$ cat src/rtl/dirseq_pkg.sv
package dirseq_pkg;

  localparam int BYTE_W = 8;
  localparam int WORD_W = 2 * BYTE_W;

  localparam logic [BYTE_W-1:0] OPC_LOAD_A = 8'h96;
  localparam logic [BYTE_W-1:0] OPC_ADD_D  = 8'hD3;
  localparam logic [BYTE_W-1:0] OPC_PREFIX = 8'h18;
  localparam logic [BYTE_W-1:0] OPC_STOR_Y = 8'hDF;

  typedef enum logic [3:0] {
    ST_OPC,
    ST_PFX,
    ST_DIR,
    ST_LDA,
    ST_WHI,
    ST_WLO,
    ST_RHI,
    ST_RLO,
    ST_ALU,
    ST_HALT
  } state_t;

  typedef enum logic [1:0] {
    K_NONE,
    K_LDA,
    K_STY,
    K_ADD
  } kind_t;

endpackage

$ cat src/rtl/dirseq_decode.sv
module dirseq_decode
  import dirseq_pkg::*;
(
  input  logic [BYTE_W-1:0] code_byte,
  input  logic              after_pfx,
  output kind_t             kind,
  output logic              is_pfx,
  output logic              bad
);

  always_comb begin
    kind   = K_NONE;
    is_pfx = 1'b0;
    if (after_pfx) begin
      if (code_byte == OPC_STOR_Y) kind = K_STY;
    end else begin
      case (code_byte)
        OPC_LOAD_A: kind   = K_LDA;
        OPC_ADD_D:  kind   = K_ADD;
        OPC_PREFIX: is_pfx = 1'b1;
        default:    kind   = K_NONE;
      endcase
    end
    bad = (kind == K_NONE) && !is_pfx;
  end

endmodule

$ cat src/rtl/dirseq_add.sv
module dirseq_add #(
  parameter int W = 16
) (
  input  logic [W-1:0] a,
  input  logic [W-1:0] b,
  output logic [W-1:0] sum
);

  logic [W:0] full;

  assign full = {1'b0, a} + {1'b0, b};
  assign sum  = full[W-1:0];

endmodule

$ cat src/rtl/dirseq_top.sv
module dirseq_top
  import dirseq_pkg::*;
#(
  parameter int                         ADDR_W     = 16,
  parameter logic [ADDR_W-1:0]          START_ADDR = 16'hF800,
  parameter logic [2*BYTE_W-1:0]        D_INIT     = '0,
  parameter logic [2*BYTE_W-1:0]        X_INIT     = '0,
  parameter logic [2*BYTE_W-1:0]        Y_INIT     = '0
) (
  input  logic              clk,
  input  logic              rst,
  output logic [ADDR_W-1:0] bus_addr,
  output logic              bus_rw,
  output logic              bus_valid,
  output logic [BYTE_W-1:0] bus_wdata,
  input  logic [BYTE_W-1:0] bus_rdata,
  output logic              illegal,
  output logic [ADDR_W-1:0] dbg_pc,
  output logic [BYTE_W-1:0] dbg_a,
  output logic [BYTE_W-1:0] dbg_b,
  output logic [WORD_W-1:0] dbg_x,
  output logic [WORD_W-1:0] dbg_y
);

  localparam int PAD_W = ADDR_W - BYTE_W;

  // architectural state
  state_t              state_q, state_n;
  kind_t               kind_q, kind_n;
  logic [ADDR_W-1:0]   pc_q, pc_n;
  logic [ADDR_W-1:0]   ea_q, ea_n;
  logic [BYTE_W-1:0]   hi_q, hi_n, lo_q, lo_n;
  logic [WORD_W-1:0]   d_q, d_n;
  logic [WORD_W-1:0]   x_q, y_q;
  logic                ill_q, ill_n;

  // registered bus for the next cycle
  logic [ADDR_W-1:0]   addr_q, addr_n;
  logic                rw_q, rw_n;
  logic                valid_q, valid_n;
  logic [BYTE_W-1:0]   wdata_q, wdata_n;

  // datapath helpers
  logic [ADDR_W-1:0]   pc_inc, ea_inc, dd_addr;
  logic [WORD_W-1:0]   d_sum;
  kind_t               dec_kind;
  logic                dec_pfx, dec_bad;

  assign dd_addr = {{PAD_W{1'b0}}, bus_rdata};

  dirseq_decode u_dec (
    .code_byte (bus_rdata),
    .after_pfx (state_q == ST_PFX),
    .kind      (dec_kind),
    .is_pfx    (dec_pfx),
    .bad       (dec_bad)
  );

  dirseq_add #(.W(ADDR_W)) u_pc_inc (
    .a   (pc_q),
    .b   (ADDR_W'(1)),
    .sum (pc_inc)
  );

  dirseq_add #(.W(ADDR_W)) u_ea_inc (
    .a   (ea_q),
    .b   (ADDR_W'(1)),
    .sum (ea_inc)
  );

  dirseq_add #(.W(WORD_W)) u_alu (
    .a   (d_q),
    .b   ({hi_q, lo_q}),
    .sum (d_sum)
  );

  always_comb begin
    state_n = state_q;
    kind_n  = kind_q;
    pc_n    = pc_q;
    ea_n    = ea_q;
    hi_n    = hi_q;
    lo_n    = lo_q;
    d_n     = d_q;
    ill_n   = ill_q;
    addr_n  = addr_q;
    rw_n    = 1'b1;
    valid_n = 1'b1;
    wdata_n = wdata_q;

    case (state_q)
      ST_OPC, ST_PFX: begin
        if (dec_bad) begin
          state_n = ST_HALT;
          ill_n   = 1'b1;
          valid_n = 1'b0;
        end else begin
          pc_n    = pc_inc;
          addr_n  = pc_inc;
          kind_n  = dec_kind;
          state_n = dec_pfx ? ST_PFX : ST_DIR;
        end
      end
      ST_DIR: begin
        pc_n   = pc_inc;
        ea_n   = dd_addr;
        addr_n = dd_addr;
        case (kind_q)
          K_LDA: state_n = ST_LDA;
          K_ADD: state_n = ST_RHI;
          K_STY: begin
            state_n = ST_WHI;
            rw_n    = 1'b0;
            wdata_n = y_q[WORD_W-1:BYTE_W];
          end
          default: begin
            state_n = ST_HALT;
            ill_n   = 1'b1;
            valid_n = 1'b0;
          end
        endcase
      end
      ST_LDA: begin
        d_n     = {bus_rdata, d_q[BYTE_W-1:0]};
        state_n = ST_OPC;
        addr_n  = pc_q;
      end
      ST_WHI: begin
        state_n = ST_WLO;
        addr_n  = ea_inc;
        rw_n    = 1'b0;
        wdata_n = y_q[BYTE_W-1:0];
      end
      ST_WLO: begin
        state_n = ST_OPC;
        addr_n  = pc_q;
      end
      ST_RHI: begin
        hi_n    = bus_rdata;
        state_n = ST_RLO;
        addr_n  = ea_inc;
      end
      ST_RLO: begin
        lo_n    = bus_rdata;
        state_n = ST_ALU;
        valid_n = 1'b0;
      end
      ST_ALU: begin
        d_n     = d_sum;
        state_n = ST_OPC;
        addr_n  = pc_q;
      end
      ST_HALT: begin
        valid_n = 1'b0;
      end
      default: begin
        state_n = ST_HALT;
        ill_n   = 1'b1;
        valid_n = 1'b0;
      end
    endcase
  end

  always_ff @(posedge clk) begin
    if (rst) begin
      state_q <= ST_OPC;
      kind_q  <= K_NONE;
      pc_q    <= START_ADDR;
      ea_q    <= '0;
      hi_q    <= '0;
      lo_q    <= '0;
      d_q     <= D_INIT;
      x_q     <= X_INIT;
      y_q     <= Y_INIT;
      ill_q   <= 1'b0;
      addr_q  <= START_ADDR;
      rw_q    <= 1'b1;
      valid_q <= 1'b1;
      wdata_q <= '0;
    end else begin
      state_q <= state_n;
      kind_q  <= kind_n;
      pc_q    <= pc_n;
      ea_q    <= ea_n;
      hi_q    <= hi_n;
      lo_q    <= lo_n;
      d_q     <= d_n;
      ill_q   <= ill_n;
      addr_q  <= addr_n;
      rw_q    <= rw_n;
      valid_q <= valid_n;
      wdata_q <= wdata_n;
    end
  end

  assign bus_addr  = addr_q;
  assign bus_rw    = rw_q;
  assign bus_valid = valid_q;
  assign bus_wdata = wdata_q;
  assign illegal   = ill_q;
  assign dbg_pc    = pc_q;
  assign dbg_a     = d_q[WORD_W-1:BYTE_W];
  assign dbg_b     = d_q[BYTE_W-1:0];
  assign dbg_x     = x_q;
  assign dbg_y     = y_q;

endmodule

$ cat config.mk
export PLATFORM = sky130hd
export DESIGN_NAME = dirseq_top
export DESIGN_NICKNAME = d
export VERILOG_FILES = /design/src/rtl/dirseq_pkg.sv /design/src/rtl/dirseq_decode.sv /design/src/rtl/dirseq_add.sv /design/src/rtl/dirseq_top.sv
export SDC_FILE = /design/constraint.sdc
export NUM_CORES = 1
export LEC_CHECK = 0
export BUFFER_PORTS_ARGS = -buffer_cell sky130_fd_sc_hd__buf_4
export CORE_ASPECT_RATIO = 0.5
export CORE_UTILIZATION = 45
export DETAILED_ROUTE_END_ITERATION = 8
export GPL_TIMING_DRIVEN = 0
export PLACE_DENSITY = 0.73
export RECOVER_POWER = 50
export SYNTH_ARGS = -nofsm -noshare
export SYNTH_HDL_FRONTEND = slang
export SYNTH_SLANG_ARGS = --single-unit
$ cat constraint.sdc
create_clock -name clk -period 2.2 [get_ports clk]
set_input_delay 0.22 -clock clk [delete_from_list [all_inputs] [get_ports clk]]
set_output_delay 0.22 -clock clk [all_outputs]
set_load 0.1 [all_outputs]
==> Word level (Yosys, flattened, before mapping) <==
Index checks and enable logic that the tools add are counted.
{ "totals": {"reg_bits": 89, "elab_cells": 82} }
{ "op_classes": {"n_bitwise": 3, "n_reduce_logical": 20, "n_eq_ne": 20, "add_sub_neg": 3, "muxes": 23} }
{ "op_table": {"columns": ["op", "n"], "rows": [
  ["$pmux W16 S2", 2],
  ["$pmux W16 S4", 1],
  ["$pmux W4 S7", 1],
  ["$eq A8 B8 Y1 const B", 3],
  ["$add A16 B1 Y16 const B", 1],
  ["$add A16 B16 Y16", 1],
  ["$eq A4 B3 Y1 const B", 4],
  ["$mux W16", 1],
  ["$pmux W8 S2", 1],
  ["$pmux W4 S3", 1],
  ["$reduce_and A2 Y1", 5],
  ["$add A8 B1 Y9 const B", 1],
  ["$eq A4 B2 Y1 const B", 2],
  ["$eq A4 B4 Y1 const B", 2],
  ["$eq A8 B5 Y1 const B", 1],
  ["$mux W8", 1],
  ["$ne A2 B2 Y1 const B", 4],
  ["$mux W1", 7],
  ["$reduce_or A7 Y1", 1],
  ["$mux W2", 3],
  ["$pmux W1 S3", 2],
  ["$reduce_bool A2 Y1", 3],
  ["$reduce_or A3 Y1", 2],
  ["$reduce_or A5 Y1", 1],
  ["other kinds (14)", 18]
]} }

==> Depth between registers and ports, before layout <==
{ "logic_depth": {"depth_word": 7, "ltp_mapped": 9} }

==> Cells and area by module <==
From an unflattened synthesis, not the netlist that was laid out.
{ "hier_totals": {"hier_cells": 780, "area_unflattened_um2": 6177.2} }
{ "modules_own_cells": {"columns": ["mod", "area_per_inst_um2", "cells_per_inst", "n_inst"], "rows": [
  ["dirseq_top", 3867.5, 468, 1],
  ["dirseq_add at u_alu ...", 724.4, 98, 2],
  ["dirseq_add at u_pc_inc", 745.7, 101, 1],
  ["dirseq_decode", 115.1, 15, 1]
]} }

==> Worst setup path before layout <==
OpenSTA, ideal clock, no wires.
{ "synth_path": {"path_type": "register to register", "startpoint": "register pc_q[0], in the netlist dbg_pc[0]", "endpoint": "register pc_q[12], in the netlist dbg_pc[12]", "t_arrival_ns": 2.688, "path_stages_with_launch": 7, "period_less_slack_ns": 2.816, "required_time_ns": 2.073, "slack_ns": -0.616, "cell_sequence": "dfxtp_1 > ha_1 > nand3_1 > nor4_2 > nand2_1 > o21ai_0 > or3b_1"} }
{ "synth_between": {"elab_chain_cells": 3} }
{ "synth_rtl": {"columns": ["item", "line_no", "rtl"], "rows": [
  ["start: declaration", "dirseq_top.sv:30", "logic [ADDR_W-1:0] pc_q, pc_n;"],
  ["start signal: assignment", "dirseq_top.sv:183", "pc_q <= pc_n;"],
  ["$add A16 B1 Y16 (*)", "dirseq_add.sv:11", "assign full = {1'b0, a} + {1'b0, b};"],
  ["$mux W16", "dirseq_top.sv:93", "if (dec_bad) begin"],
  ["$pmux W16 S2 (*)", "dirseq_top.sv:91", "case (state_q)"]
]} }
Mark *: on every way between the ends. The rest lies on a longest branch, timed or not. The select of a mux whose other input is x is not followed.
A chain may end at the register's enable or synchronous reset.

==> Worst setup path in the final report <==
{ "layout_path": {"startpoint": "register d_q[0]", "endpoint": "register d_q[12]"} }
{ "layout_between": {"elab_chain_cells": 2} }
{ "layout_rtl": {"columns": ["item", "line_no", "rtl"], "rows": [
  ["start: declaration", "dirseq_top.sv:33", "logic [WORD_W-1:0] d_q, d_n;"],
  ["start signal: assignment", "dirseq_top.sv:187", "d_q <= d_n;"],
  ["$add A16 B16 Y16", "dirseq_add.sv:11", null],
  ["$pmux W16 S2", "dirseq_top.sv:91", null]
]} }
No other way between the ends. The select of a mux whose other input is x is not followed.

==> reports/results.tsv <==
metric	value	unit
holdWs	169.2	ps
hold_viol_final	0	
path_max_fanout	3	
post-route-min-period	2162	ps
drc	0	
final_cell_mix	nand2_1, clkbuf_1, buf_4	
total_power	0.004121	W
final_common_cell	nand2_1	
slew_headroom	21.74	%
irDropWorstVdd	0.3731	mV
vias_per_cell	5.603	
die_h	75.77	µm
postSynth.asyncResetShare	0	%
dr.pass1.iters	5	
crit_path_end_kind	flop	
rows	26	
worst_slew_pin_slew	1179	ps
netlist_instances	617	
syn_to_final_growth	24.81	%
status	finished clean	
cts.sinks	81	
r2r-end	d_q[12]$_SDFFE_PP0P_	
power_switching	0.001460	W
portBuffers	55	
cpMaxStageDelayCell	a311oi_2	
clock.fmax	462.5	MHz
fin_crit_sh	98.28	%
syn_area	4897	µm²
cellLeakagePower	2.320	nW
power_frac_seq	37.0	%
ys_types	67	
wl	13.86	mm
yosysSeqAreaShare	33.11	%
dp_hpwl	9.732	mm
critical_path_depth	9	
internal_power	0.002661	W
crit_start	d_q[0]$_SDFFE_PP0P_	
final_area	6112	µm²
grt_pass1_vias	4093	
p_clk_share	39.3	%
grt_first_pass_wirelength	21.08	mm
skew	7.039	ps
ys_seq_elements	81	
cts_buffers	9	
grt_setup_unrepaired	yes	
p_comb_share	23.7	%
cts_tree	built	
critPathBufInv	1	
drv_slew	0	
postSynthAreaPerCell	7.937	µm²
layout-drive-gt1-share	22.24	%
cts_root_buf	clkbuf_16	
r2r-start	d_q[0]$_SDFFE_PP0P_	
path_cells	ha_4 -> inv_2 -> fa_2 -> nor2b_4 -> o31ai_4 -> a31oi_2 -> a311oi_2 -> nor2_1 -> a2111oi_2	
min_path_type	input port to flop	
r2r_slack	40	ps
ys_warn_count	0	
dp_slack	-269.8	ps
dpl_cell_area	5729	µm²
powerDensity	674.3	nW/µm²
r2r_cells	9	
start_kind	flop	
max-cap-violations	0	
io_pins	101	
wl_per_cell	15.87	µm
cts_hold_buf	0	
arrival	2410	ps
start_util	47.19	%
antenna_found_initial	0	
setup_viol	0	
dieArea	11330	µm²
synth_edf_count	0	
num-nets-final	756	
gp_congestion	0.8778	
num_vias	4891	
first_iter_violations	416	
synth_ff_type	dfxtp_1	
fin_ws	37.85	ps
grt_use_total	24.51	%
cts_buffer_depth	2	
crit_type	flop to flop	
switching_share	35.42	%
endpoint	d_q[12]$_SDFFE_PP0P_	
grt_overflow	0	
crit_required	2440	ps
htreeDepth	3	
critPathMaxStageDelay	370	ps
ant_nets	0	
core	10380	µm²
antennaDiodeCount	0	
grt_max_degree	14	
path_clk_slew	60	ps
worst_path_dominant_cell_family	compound AO/OA/AOI/OAI gates	
clk_latency	350	ps
die_x	149.5	µm
-- metal layers --
layer | part of all wire [%] | routed length (µm) | GRT usage, %
met1 | 44 | 6028 | 32.26
met2 | 46 | 6339 | 40.33
met3 | 9.3 | 1287 | 5.329
met4 | 1.4 | 200 | 8.503
met5 | 0 | 0 | 0
-- cells in the mapped netlist (2+ instances only) --
cell,number,area (µm²)
nand2b_1,5,31.28
nor3_1,18,90.09
o22ai_1,6,37.54
xor2_1,9,78.83
or3_1,7,43.79
clkbuf_1,22,82.58
nand4_1,6,37.54
nand3_1,14,70.07
a41oi_1,2,17.52
o31ai_1,2,15.01
nor4_1,3,18.77
or2_2,4,25.02
a21oi_1,54,270.3
and3_1,7,43.79
a211oi_1,16,120.1
nor3_2,3,30.03
nand2_1,85,319.1
o21bai_1,6,45.04
o21ai_1,2,10.01
o21a_1,4,30.03
or3b_1,4,35.03
a2111oi_0,4,35.03
o211ai_1,3,22.52
o2bb2ai_1,2,17.52
a222oi_1,2,20.02
xnor2_1,23,201.4
nor4b_1,2,17.52
nor2b_1,6,37.54
mux2i_1,6,60.06
buf_2,10,50.05
and2_1,2,12.51
dfxtp_1,81,1622
buf_4,42,315.3
and4_1,2,17.52
inv_1,10,37.54
a31oi_1,7,43.79
nor2_1,49,183.9
a311oi_1,4,35.03
a211o_1,2,17.52
o21ai_0,23,115.1
ha_1,17,212.7
a221oi_1,7,61.31
a21o_1,10,75.07
-- worst reg2reg max path, cell delays in order, from the launching register on --
cell and delay [ps]:
dfxtp_4 350, ha_4 170, inv_2 50, fa_2 230
nor2b_4 50, o31ai_4 260, a31oi_2 160, a311oi_2 370
nor2_1 90, a2111oi_2 320
-- layout make-up --
type | count | area (µm²)
Clock inverter | 6 | 82.58
Sequential cell | 81 | 1697
Fill cell | 979 | 4265
Clock buffer | 10 | 229.0
Tap cell | 140 | 175.2
Buffer | 73 | 462.9
Timing Repair Buffer | 64 | 294.0
Multi-Input combinational cell | 489 | 3134
Inverter | 10 | 37.54
-- power by group through the flow --
| stage | Combinational (W) | Clock [W] | Sequential [W] |
|---|---|---|---|
| floorplan | 0.000563 | 0 | 0.00182 |
| global placement | 0.000969 | 0 | 0.00156 |
| detailed placement | 0.000973 | 0 | 0.00156 |
| CTS | 0.000978 | 0.00163 | 0.00152 |
| global route | 0.00101 | 0.00169 | 0.00153 |
| finish | 0.000975 | 0.00162 | 0.00153 |
-- registers in the layout, indices dropped and copies added, names as in the netlist, 2 cells and up --
name,cells
bus_addr,16
d_q,16
dbg_pc,16
ea_q,8
hi_q,8
kind_q,2
lo_q,8
state_q,4
-- cell families (layout without fill, tap and decap cells) --
group / after synthesis / count (layout) / share of synthesized area (%)
and+or+nand+nor: 228 / 228 / 22.61
AOI/OAI and AO/OA: 165 / 165 / 22.41
buffers and inverters: 86 / 163 / 10.09
DFF: 81 / 81 / 33.11
xor gates and xnor gates: 32 / 32 / 5.723
adders and majority gates: 18 / 18 / 4.752
muxes: 6 / 6 / 1.226
other: 1 / 40 / 0.07657
-- worst min-delay path by stage --
stage / cells past startpoint / slack [ps] / startpoint / to
5_1_grt: 3 / 180 / bus_rdata[4] / hi_q[4]$_SDFFE_PP0P_
3_3_place_gp: 2 / 450 / lo_q[2]$_SDFFE_PP0P_ / lo_q[2]$_SDFFE_PP0P_
3_5_place_dp: 2 / 460 / lo_q[2]$_SDFFE_PP0P_ / lo_q[2]$_SDFFE_PP0P_
2_1_floorplan: 2 / 360 / bus_rdata[4] / hi_q[4]$_SDFFE_PP0P_
6_report: 3 / 170 / bus_rdata[4] / lo_q[4]$_SDFFE_PP0P_
4_1_cts: 3 / 160 / bus_rdata[4] / lo_q[4]$_SDFFE_PP0P_
-- repair_timing --
action | CTS | global route
setup endpoints to repair | 23 | 40
setup buffers | 2 | 7
pin swaps | 7 | 10
cloned | 0 | 0
gates resized for setup | 13 | 43
-- metrics by stage --
step,std cells,utilization (%),TNS [ps]
final,873,58.90,0
after detailed placement,851,55.21,-4598
after global routing,873,58.90,-177.0
after floorplan,656,-,0
after CTS,868,58.77,0
after global placement,851,55.21,-4591
Note: power is estimated with default switching activity, not from simulation.
